File: src/rtl/dma_seq_pkg.sv
package dma_seq_pkg;
  localparam logic [2:0] CYC_INVALID = 3'b000;
  localparam logic [2:0] CYC_BASIC   = 3'b001;
  localparam logic [2:0] CYC_AUTO    = 3'b010;

  typedef enum logic [1:0] {
    ST_ARB  = 2'd0,
    ST_RREQ = 2'd1,
    ST_RRSP = 2'd2,
    ST_WR   = 2'd3
  } eng_st_t;
endpackage

File: src/rtl/dma_seq_chan.sv
module dma_seq_chan
  import dma_seq_pkg::*;
#(
  parameter int CNT_W  = 10,
  parameter int RP_W   = 4,
  parameter int ADDR_W = 16
) (
  input  logic              clk,
  input  logic              rst_n,
  input  logic              cfg_we,
  input  logic [2:0]        cfg_type,
  input  logic [RP_W-1:0]   cfg_rpow,
  input  logic [CNT_W-1:0]  cfg_count,
  input  logic [ADDR_W-1:0] cfg_src,
  input  logic [ADDR_W-1:0] cfg_dst,
  input  logic              req,
  input  logic              owned,
  input  logic              start,
  input  logic              commit,
  output logic              elig,
  output logic [2:0]        cyc_type,
  output logic [RP_W-1:0]   rpow,
  output logic [CNT_W-1:0]  count,
  output logic [ADDR_W-1:0] src,
  output logic [ADDR_W-1:0] dst,
  output logic              done,
  output logic              err
);
  logic armed;

  always_ff @(posedge clk or negedge rst_n) begin
    if (!rst_n) begin
      cyc_type <= CYC_INVALID;
      rpow     <= '0;
      count    <= '0;
      src      <= '0;
      dst      <= '0;
      armed    <= 1'b0;
      done     <= 1'b0;
    end else begin
      done <= 1'b0;
      if (commit) begin
        count <= count - CNT_W'(1);
        src   <= src + ADDR_W'(1);
        dst   <= dst + ADDR_W'(1);
        if (count == CNT_W'(1)) begin
          cyc_type <= CYC_INVALID;
          armed    <= 1'b0;
          done     <= 1'b1;
        end
      end else if (cfg_we && !owned) begin
        cyc_type <= cfg_type;
        rpow     <= cfg_rpow;
        count    <= cfg_count;
        src      <= cfg_src;
        dst      <= cfg_dst;
        armed    <= 1'b0;
      end
      if (start && cyc_type == CYC_AUTO) armed <= 1'b1;
    end
  end

  assign elig = (count != '0) &&
                ((cyc_type == CYC_BASIC && req) ||
                 (cyc_type == CYC_AUTO && (req || armed)));
  assign err  = cyc_type[2] | (cyc_type[1] & cyc_type[0]);

  assert_done_pulse_R8: assert property (@(posedge clk) disable iff (!rst_n)
    done |=> !done);
  assert_done_invalid_R8: assert property (@(posedge clk) disable iff (!rst_n)
    done |-> cyc_type == CYC_INVALID);
  assert_owned_live_R2: assert property (@(posedge clk) disable iff (!rst_n)
    owned |-> (cyc_type == CYC_BASIC || cyc_type == CYC_AUTO));
  assert_commit_count_R7: assert property (@(posedge clk) disable iff (!rst_n)
    commit |-> count != '0);
endmodule

File: src/rtl/dma_seq_arb.sv
module dma_seq_arb #(
  parameter int N     = 4,
  parameter int IDX_W = 2
) (
  input  logic [N-1:0]     elig,
  output logic             any,
  output logic [IDX_W-1:0] idx
);
  always_comb begin
    any = |elig;
    idx = '0;
    for (int i = N - 1; i >= 0; i--) begin
      if (elig[i]) idx = IDX_W'(i);
    end
  end
endmodule

File: src/rtl/dma_seq_engine.sv
module dma_seq_engine
  import dma_seq_pkg::*;
#(
  parameter int CH_W   = 2,
  parameter int CNT_W  = 10,
  parameter int RP_W   = 4,
  parameter int ADDR_W = 16,
  parameter int DATA_W = 32
) (
  input  logic              clk,
  input  logic              rst_n,
  input  logic              any,
  input  logic [CH_W-1:0]   pick,
  input  logic [RP_W-1:0]   sel_rpow,
  input  logic [CNT_W-1:0]  sel_count,
  input  logic [ADDR_W-1:0] sel_src,
  input  logic [ADDR_W-1:0] sel_dst,
  output logic [CH_W-1:0]   cur,
  output logic              busy,
  output logic              start,
  output logic              commit,
  output logic              rd_valid,
  input  logic              rd_ready,
  output logic [ADDR_W-1:0] rd_addr,
  input  logic              rdat_valid,
  output logic              rdat_ready,
  input  logic [DATA_W-1:0] rdat,
  output logic              wr_valid,
  input  logic              wr_ready,
  output logic [ADDR_W-1:0] wr_addr,
  output logic [DATA_W-1:0] wr_data
);
  eng_st_t            st;
  logic [CNT_W-1:0]   beat;
  logic [CNT_W-1:0]   lim;
  logic [DATA_W-1:0]  data_q;
  logic               end_burst;

  always_comb begin
    if (int'(sel_rpow) >= CNT_W) lim = '1;
    else lim = (CNT_W'(1) << sel_rpow) - CNT_W'(1);
    end_burst = (sel_count == CNT_W'(1)) || (beat == lim);
  end

  always_ff @(posedge clk or negedge rst_n) begin
    if (!rst_n) begin
      st     <= ST_ARB;
      cur    <= '0;
      beat   <= '0;
      data_q <= '0;
    end else begin
      unique case (st)
        ST_ARB: if (any) begin
          cur  <= pick;
          beat <= '0;
          st   <= ST_RREQ;
        end
        ST_RREQ: if (rd_ready) st <= ST_RRSP;
        ST_RRSP: if (rdat_valid) begin
          data_q <= rdat;
          st     <= ST_WR;
        end
        ST_WR: if (wr_ready) begin
          if (end_burst) st <= ST_ARB;
          else begin
            beat <= beat + CNT_W'(1);
            st   <= ST_RREQ;
          end
        end
        default: st <= ST_ARB;
      endcase
    end
  end

  assign busy       = (st != ST_ARB);
  assign start      = (st == ST_ARB) && any;
  assign rd_valid   = (st == ST_RREQ);
  assign rdat_ready = (st == ST_RRSP);
  assign wr_valid   = (st == ST_WR);
  assign commit     = wr_valid && wr_ready;
  assign rd_addr    = sel_src;
  assign wr_addr    = sel_dst;
  assign wr_data    = data_q;

  assert_rd_hold_R10: assert property (@(posedge clk) disable iff (!rst_n)
    (rd_valid && !rd_ready) |=> (rd_valid && $stable(rd_addr)));
  assert_wr_hold_R10: assert property (@(posedge clk) disable iff (!rst_n)
    (wr_valid && !wr_ready) |=> (wr_valid && $stable(wr_addr) && $stable(wr_data)));
endmodule

File: src/rtl/dma_cycle_seq.sv
module dma_cycle_seq
  import dma_seq_pkg::*;
#(
  parameter int NCH    = 4,
  parameter int CNT_W  = 10,
  parameter int RP_W   = 4,
  parameter int ADDR_W = 16,
  parameter int DATA_W = 32,
  localparam int CH_W  = (NCH > 1) ? $clog2(NCH) : 1
) (
  input  logic              clk,
  input  logic              rst_n,
  input  logic [NCH-1:0]    req_i,
  input  logic              cfg_we_i,
  input  logic [CH_W-1:0]   cfg_ch_i,
  input  logic [2:0]        cfg_type_i,
  input  logic [RP_W-1:0]   cfg_rpow_i,
  input  logic [CNT_W-1:0]  cfg_count_i,
  input  logic [ADDR_W-1:0] cfg_src_i,
  input  logic [ADDR_W-1:0] cfg_dst_i,
  output logic              rd_valid_o,
  input  logic              rd_ready_i,
  output logic [ADDR_W-1:0] rd_addr_o,
  input  logic              rdat_valid_i,
  output logic              rdat_ready_o,
  input  logic [DATA_W-1:0] rdat_i,
  output logic              wr_valid_o,
  input  logic              wr_ready_i,
  output logic [ADDR_W-1:0] wr_addr_o,
  output logic [DATA_W-1:0] wr_data_o,
  output logic [CH_W-1:0]   xfer_ch_o,
  output logic [NCH-1:0]    done_o,
  output logic [NCH-1:0]    err_o,
  output logic [3*NCH-1:0]  type_o
);
  logic [NCH-1:0]    elig, own, start_v, commit_v;
  logic [2:0]        typ [NCH];
  logic [RP_W-1:0]   rp  [NCH];
  logic [CNT_W-1:0]  cnt [NCH];
  logic [ADDR_W-1:0] src [NCH];
  logic [ADDR_W-1:0] dst [NCH];
  logic              busy, start, commit, any;
  logic [CH_W-1:0]   pick, cur;

  for (genvar c = 0; c < NCH; c++) begin : g_ch
    dma_seq_chan #(.CNT_W(CNT_W), .RP_W(RP_W), .ADDR_W(ADDR_W)) u_ch (
      .clk      (clk),
      .rst_n    (rst_n),
      .cfg_we   (cfg_we_i && (cfg_ch_i == CH_W'(c))),
      .cfg_type (cfg_type_i),
      .cfg_rpow (cfg_rpow_i),
      .cfg_count(cfg_count_i),
      .cfg_src  (cfg_src_i),
      .cfg_dst  (cfg_dst_i),
      .req      (req_i[c]),
      .owned    (own[c]),
      .start    (start_v[c]),
      .commit   (commit_v[c]),
      .elig     (elig[c]),
      .cyc_type (typ[c]),
      .rpow     (rp[c]),
      .count    (cnt[c]),
      .src      (src[c]),
      .dst      (dst[c]),
      .done     (done_o[c]),
      .err      (err_o[c])
    );
    assign own[c]          = busy && (cur == CH_W'(c));
    assign start_v[c]      = start && (pick == CH_W'(c));
    assign commit_v[c]     = commit && (cur == CH_W'(c));
    assign type_o[3*c +: 3] = typ[c];
  end

  dma_seq_arb #(.N(NCH), .IDX_W(CH_W)) u_arb (
    .elig(elig),
    .any (any),
    .idx (pick)
  );

  dma_seq_engine #(
    .CH_W(CH_W), .CNT_W(CNT_W), .RP_W(RP_W), .ADDR_W(ADDR_W), .DATA_W(DATA_W)
  ) u_eng (
    .clk       (clk),
    .rst_n     (rst_n),
    .any       (any),
    .pick      (pick),
    .sel_rpow  (rp[cur]),
    .sel_count (cnt[cur]),
    .sel_src   (src[cur]),
    .sel_dst   (dst[cur]),
    .cur       (cur),
    .busy      (busy),
    .start     (start),
    .commit    (commit),
    .rd_valid  (rd_valid_o),
    .rd_ready  (rd_ready_i),
    .rd_addr   (rd_addr_o),
    .rdat_valid(rdat_valid_i),
    .rdat_ready(rdat_ready_o),
    .rdat      (rdat_i),
    .wr_valid  (wr_valid_o),
    .wr_ready  (wr_ready_i),
    .wr_addr   (wr_addr_o),
    .wr_data   (wr_data_o)
  );

  assign xfer_ch_o = cur;

  assert_done_onehot_R8: assert property (@(posedge clk) disable iff (!rst_n)
    $onehot0(done_o));
  assert_xfer_live_R2: assert property (@(posedge clk) disable iff (!rst_n)
    (rd_valid_o || wr_valid_o) |-> !err_o[cur]);
endmodule

File: config.mk
export PLATFORM = sky130hd
export DESIGN_NAME = dma_cycle_seq
export DESIGN_NICKNAME = d
export VERILOG_FILES = /design/src/rtl/dma_seq_pkg.sv /design/src/rtl/dma_seq_chan.sv /design/src/rtl/dma_seq_arb.sv /design/src/rtl/dma_seq_engine.sv /design/src/rtl/dma_cycle_seq.sv
export SDC_FILE = /design/constraint.sdc
export NUM_CORES = 1
export LEC_CHECK = 0
export BUFFER_PORTS_ARGS = -buffer_cell sky130_fd_sc_hd__buf_2
export CORE_MARGIN = 2
export CORE_UTILIZATION = 60
export DETAILED_ROUTE_END_ITERATION = 8
export GPL_ROUTABILITY_DRIVEN = 0
export PLACE_DENSITY = 0.82
export SYNTH_ARGS = -nofsm -noshare
export SYNTH_HDL_FRONTEND = slang
export SYNTH_HIERARCHICAL = 1
export SYNTH_SLANG_ARGS = --single-unit
File: constraint.sdc
create_clock -name clk -period 11.6 [get_ports clk]
set_input_delay 1.16 -clock clk [delete_from_list [all_inputs] [get_ports clk]]
set_output_delay 1.16 -clock clk [all_outputs]
set_load 0.05 [all_outputs]
Yosys cells after proc, flatten, opt, wreduce, memory -nomap -nowiden
Index checks and enable logic that the tools add are counted.
{"block": "word_totals", "reg_bits": 250}
{"block": "op_classes", "eq_ne": 39, "n_mux": 87, "n_bitwise": 13, "shifts": 1, "n_reduce_logical": 86, "n_lt_le_gt_ge": 2, "addsub": 14}
{"operator": "$mux 16", "count": 20}
{"operator": "$mux 10", "count": 14}
{"operator": "$add 16x1->16 const B", "count": 8}
{"operator": "$bmux 16 s2", "count": 2}
{"operator": "$eq 10x1->1 const B", "count": 5}
{"operator": "$reduce_bool 10->1", "count": 4}
{"operator": "$sub 10x1->10 const B", "count": 4}
{"operator": "$logic_and 1x1->1", "count": 38}
{"operator": "$mux 3", "count": 12}
{"operator": "$reduce_and 2->1", "count": 14}
{"operator": "$mux 1", "count": 25}
{"operator": "$bmux 10 s2", "count": 1}
{"operator": "$pmux 10 s2", "count": 1}
{"operator": "$eq 2x2->1 const B", "count": 8}
{"operator": "$mux 2", "count": 8}
{"operator": "$ne 2x2->1 const B", "count": 7}
{"operator": "$eq 3x1->1 const B", "count": 4}
{"operator": "$eq 3x2->1 const B", "count": 4}
{"operator": "$ne 3x3->1 const B", "count": 4}
{"operator": "$reduce_bool 2->1", "count": 6}
{"operator": "$reduce_bool 3->1", "count": 4}
{"operator": "$add 10x1->10 const B", "count": 1}
{"operator": "$eq 10x10->1", "count": 1}
{"operator": "$shl 1x4->10 const A", "count": 1}
{"operator": "other kinds (17)", "count": 46}

Logic depth before layout (Yosys ltp)
{"block": "depth", "word_depth": 13, "depth_mapped": 15, "mapped_depth_nobuf": 11}

Cells and area by module
Netlist, hierarchy kept.
{"mod": "dma_seq_chan", "n_inst": 4, "area_per_inst_um2": 3041.7, "cells_per_inst": 336}
{"mod": "dma_seq_engine", "n_inst": 1, "area_per_inst_um2": 2740.1, "cells_per_inst": 258}
{"mod": "dma_cycle_seq", "n_inst": 1, "area_per_inst_um2": 1307.5, "cells_per_inst": 74}
{"mod": "dma_seq_arb", "n_inst": 1, "area_per_inst_um2": 35.0, "cells_per_inst": 7}

Worst setup path after synthesis
No wires, ideal clock.
{"block": "synth_timing", "kind": "flip-flop to flip-flop", "startpoint": "register u_eng.cur[0]", "endpoint": "register u_eng.beat[6]", "stages_incl_launch_ff": 16, "t_arrival_ns": 4.376, "slack_ns": 7.100, "required_ns": 11.476, "setup_time_ns": 0.124, "path_cell_list": "dfrtp_1 -> buf_6 -> buf_12 -> mux4_2 -> buf_4 -> or4b_2 -> ha_1 -> buf_4 -> or3b_2 -> nand4_1 -> xor2_1 -> nor2_1 -> nor4b_2 -> buf_6 -> or2_4 -> a211o_1"}
{"block": "synth_between", "elab_chain_cells": 11, "word_cells_on_any_way": 16, "cone_classes": "add/sub: 1; order compare: 1; eq/ne: 3; shift: 1; mux: 7; bitwise: 1; reduce/logical: 2"}
{"element": "from (decl)", "line": "dma_seq_engine.sv:18", "rtl": "output logic [CH_W-1:0] cur,"}
{"element": "from (signal assigned)", "line": "dma_seq_engine.sv:54", "rtl": "cur <= pick;"}
{"element": "$not 2->3 (implied by the code) *", "line": "dma_cycle_seq.sv:87, dma_cycle_seq.sv:88"}
{"element": "$bmux 4 s2", "line": "dma_cycle_seq.sv:87", "rtl": ".sel_rpow (rp[cur]),"}
{"element": "$mux 4 (implied by the code) (2 in series)", "line": "dma_cycle_seq.sv:87"}
{"element": "$shl 1x4->10", "line": "dma_seq_engine.sv:41", "rtl": "else lim = (CNT_W'(1) << sel_rpow) - CNT_W'(1);"}
{"element": "$sub 10x2->10", "line": "dma_seq_engine.sv:41"}
{"element": "$mux 10", "line": "dma_seq_engine.sv:40", "rtl": "if (int'(sel_rpow) >= CNT_W) lim = '1;"}
{"element": "$eq 10x10->1", "line": "dma_seq_engine.sv:42", "rtl": "end_burst = (sel_count == CNT_W'(1)) || (beat == lim);"}
{"element": "$logic_or 1x1->1 *", "line": "dma_seq_engine.sv:42"}
{"element": "$ne 2x2->1 (no line) *"}
{"element": "$reduce_and 4->1 (no line) *"}
{"element": "to (signal assigned)", "line": "dma_seq_engine.sv:66", "rtl": "beat <= beat + CNT_W'(1);"}
{"element": "to (decl)", "line": "dma_seq_engine.sv:34", "rtl": "logic [CNT_W-1:0] beat;"}
Every way passes the cells marked *; elsewhere a longest branch is shown, timed or not. The select of a mux whose other input is x is not followed.
A chain may end at the register's enable or synchronous reset.

Worst setup path after layout
{"block": "layout_timing", "startpoint": "register u_eng.cur[0]", "endpoint": "register u_eng.beat[0]"}
Same word-level chain as after synthesis.

==> results.md <==
* Pin count of the biggest net entering global routing at 110
* Die height at 168.6 microns
* Critical-path cell list: mux4_2 > or4b_2 > ha_1 > nor4bb_1 > o21a_1 > o21ai_0 > nand4b_1 > nor4b_2 > or2_4 > o21ai_0
* Fin util at 0.6736
* Max cap viols at 0
* Clock transition at path regs at 0.06 ns
* Top routing layer used: met5
* Number of setup buffers added after CTS at 0
* Worst-Margin Slew at 1.250 ns
* Setup CP Type: reg2reg
* Max Root-Sink Buffers at 3
* Cell Pwr Density at 312.2 mW/mm^2
* M1 WL at 17800 microns
* DPL Wire Length at 29410 microns
* Port Buffers at 181
* Switching pwr at 2604 uW
* DP Cell Count at approximately 2.1k
* Finished Layout Cells at 2144
* Worst Hold Endpoint: g_ch[2].u_ch/rpow[1]$_DFFE_PN0P_
* Comb pwr share at 0.485
* Post-route setup TNS at 0 ns
* Final worst path period share at 0.4523
* Data required time of the worst path at about 12 ns
* Worst hold path stage count at 2
* Reg2reg end: u_eng/beat[0]$_DFFE_PN0P_
* Skew final at 0.01541 ns
* Syn_area_per_cell at 9.655 sq um
* Hold Buf Count CTS at 0
* Yosys reg bits at 250
* Ys flop type: dfrtp_1
* WL final at 44880 microns
* Via Count at 14.04k
* Post-route DRC at 0
* FILL cells at 2025
* Area delta synth->final at 11.10%
* Cells after synthesis at 1683
* Row cnt at 60
* Core area at 0.02680 sq mm
* CTS H-tree lvls at 1
* Launch point of the worst reg-to-reg path: u_eng/cur[0]$_DFFE_PN0P_
* Leak at 0.007233 uW
* # nets final at 1893
* CP dominant cell by count: o21ai_0
* RSZ-0062 raised after global routing: no
* Yosys Warn Count at 6
* Cts repair resizes at 0
* Cells on worst reg2reg path at 10
* Gr usage total at 0.3132
* CP endpoint kind: flip-flop
* Hold path start: g_ch[2].u_ch/rpow[1]$_DFFE_PN0P_
* Status: finished clean
* Met3 wire length at ~3500 microns
* TritonCTS buffer count at 28
* Die ar. at 0.02841 sq mm
* CP arrival at 5.65 ns
* Clock Power Share at 0.195
* Switching portion of total power at 0.4620
* Post-synth EDFFs at 0
* CP max stage delay at 1.12 ns
* Syn Nets at roughly 1.8k
* IR drop worst, VDD at about 0.28 mV
* Final min period at approximately 5.2 ns
* Fin. Hold Viols at 0
* Starting DRT DRC Count at 1314
* TritonCTS clock tree: yes
* Routed len/inst at 20.93 microns
* Worst R2R Setup Slack at ~6.4 ns
* Io pins at 182
* Int Pwr at 3033 uW
* CP max-delay cell: dfrtp_4
* Worst min path class: reg2reg
* Worst skew pair latency at 0.54 ns
* Met2 WL at 22020 microns
* Vias/cell at 6.547
* Number of global-route vias before repair at 13.84k
* Synthesized area at about 0.016 sq mm
* Ys async rst share at 1.000
* Share of the yosys chip area belonging to registers at 0.3850
* TritonRoute pass-1 iters at 7
* Root buf cell: clkbuf_16
* Max Freq at 0.1906 GHz
* Critical path peak fanout at 56
* Worst relative slew slack at 0.1648
* Critical Path Source Type: flip-flop
* Initial antenna violation count at 4
* Die X at between 150 and 200 microns
* Max-slew violation count at 0
* Synth unique cells at 64
* First-pass GRT wire length at 71770 microns
* Seq pwr share at 0.320
* Initial core utilization at 0.6063
* Antenna Nets Post-Route at 0
* Layout cell share with drive strength beyond 1 at 0.2117
* Setup-failing EPs final at 0
* Grt total ovfl at 0
* Clock sink count at 250
==> cells by family (layout without fill, tap and decap cells) <==
kind of cell | Yosys count | count (layout) | synth area share
multiplexers | 108 | 108 | 0.1059
flip-flops | 250 | 250 | 0.3850
adder cells (fa/ha/maj) | 22 | 22 | 0.01694
buffers and inverters | 178 | 295 | 0.06360
XOR/XNOR | 135 | 135 | 0.07277
AND/OR/NAND/NOR | 596 | 596 | 0.2035
other | 0 | 3 | 0
AO/OA/AOI/OAI | 394 | 394 | 0.1523
==> metal layers <==
| layer | vias up | track usage |
|---|---|---|
| li1 | 6282 | - |
| met1 | 6909 | 0.4034 |
| met2 | 719 | 0.5395 |
| met3 | 125 | 0.04653 |
| met4 | 2 | 0.1173 |
| met5 | - | 0 |
==> power by group through the flow <==
stage          Clock [uW]  Combinational (uW)  Sequential, uW
6_report             1100                2740            1800
5_1_grt              1140                2930            1870
4_1_cts              1110                2710            1790
3_5_place_dp            0                2680            1800
3_3_place_gp            0                2590            1770
2_1_floorplan           0                2110            1880
==> layout by cell type (no fill, tap or decap), types with 10 or more instances in the layout <==
| cell type | n |
|---|---|
| a21oi_1 | 156 |
| bufinv_16 | 11 |
| nand4_1 | 21 |
| nand3_1 | 66 |
| and3_1 | 13 |
| nor3_1 | 38 |
| buf_4 | 16 |
| o31ai_1 | 10 |
| a211oi_1 | 145 |
| and2_1 | 110 |
| nand2_1 | 129 |
| mux2_2 | 39 |
| dfrtp_1 | 248 |
| mux4_2 | 42 |
| o21ai_0 | 36 |
| clkbuf_16 | 29 |
| nor2_1 | 93 |
| xor2_1 | 15 |
| ha_1 | 22 |
| nand2b_1 | 16 |
| inv_1 | 46 |
| nor4_1 | 25 |
| mux2i_1 | 23 |
| buf_2 | 180 |
| xnor2_1 | 120 |
==> through the flow <==
step	instance area, sq um	hold slack (ns)	power [uW]	setup slack, ns
2_1_floorplan	16250	0.4403	3991	7.100
3_3_place_gp	16900	0.4553	4359	6.696
3_5_place_dp	16900	0.4579	4479	6.449
4_1_cts	18050	0.4724	5610	6.405
5_1_grt	18050	0.5038	5943	6.079
6_report	18050	0.4691	5637	6.353
==> Yosys cell counts (39+ instances only) <==
| cell type | n | area [sq um] |
|---|---|---|
| buf_4 | 46 | 345.3 |
| a211oi_1 | 145 | 1089 |
| inv_1 | 46 | 172.7 |
| nand2_1 | 129 | 484.2 |
| mux4_2 | 42 | 945.9 |
| and2_1 | 110 | 688.2 |
| nand3_1 | 66 | 330.3 |
| a21oi_1 | 156 | 780.8 |
| nor2_1 | 93 | 349.1 |
| xnor2_1 | 120 | 1051 |
| dfrtp_1 | 250 | 6256 |
| mux2_2 | 39 | 439.2 |
| clkbuf_1 | 39 | 146.4 |
==> critical path: cells and delay by family, from the launching register on <==
| kind | cells | cell delay (ns) |
|---|---|---|
| multiplexers | 1 | 0.76 |
| flip-flops | 1 | 1.12 |
| adder cells (fa/ha/maj) | 1 | 0.33 |
| AO/OA/AOI/OAI | 3 | 0.55 |
| AND/OR/NAND/NOR | 5 | 2.32 |
==> registers in the layout, summed over array words and instances, names as in the netlist <==
register            cells
g_ch.u_ch/count        40
u_eng/wr_data          32
g_ch.u_ch/rpow         16
g_ch.u_ch/dst          64
g_ch.u_ch/cyc_type     12
u_eng/cur               2
u_eng/beat             10
g_ch.u_ch/armed         4
u_eng/st                2
g_ch.u_ch/done          4
g_ch.u_ch/src          64
==> how the worst max path moves through the flow <==
stage / startpoint / to / slack, ns / cells past startpoint
2_1_floorplan: u_eng/cur[0]$_DFFE_PN0P_ / u_eng/beat[6]$_DFFE_PN0P_ / 7.10 / 15
3_3_place_gp: u_eng/cur[0]$_DFFE_PN0P_ / u_eng/beat[4]$_DFFE_PN0P_ / 6.70 / 9
3_5_place_dp: u_eng/cur[0]$_DFFE_PN0P_ / u_eng/beat[0]$_DFFE_PN0P_ / 6.45 / 10
4_1_cts: u_eng/cur[0]$_DFFE_PN0P_ / u_eng/beat[0]$_DFFE_PN0P_ / 6.40 / 10
5_1_grt: u_eng/cur[0]$_DFFE_PN0P_ / u_eng/beat[1]$_DFFE_PN0P_ / 6.08 / 10
6_report: u_eng/cur[0]$_DFFE_PN0P_ / u_eng/beat[0]$_DFFE_PN0P_ / 6.35 / 10
==> final cells by class <==
type / count / area [sq um] / share of cell area
multi-input combinational: 1255 / 8999 / 0.4984
sequential: 250 / 6261 / 0.3468
timing repair buffer: 197 / 1036 / 0.05738
clock buffer: 35 / 788.3 / 0.04366
tap: 341 / 426.7 / 0.02363
clock inverter: 17 / 362.8 / 0.02010
inverter: 46 / 172.7 / 0.009564
antenna: 3 / 7.507 / 0.0004158
No activity file was read; power rests on OpenSTA's default activity.
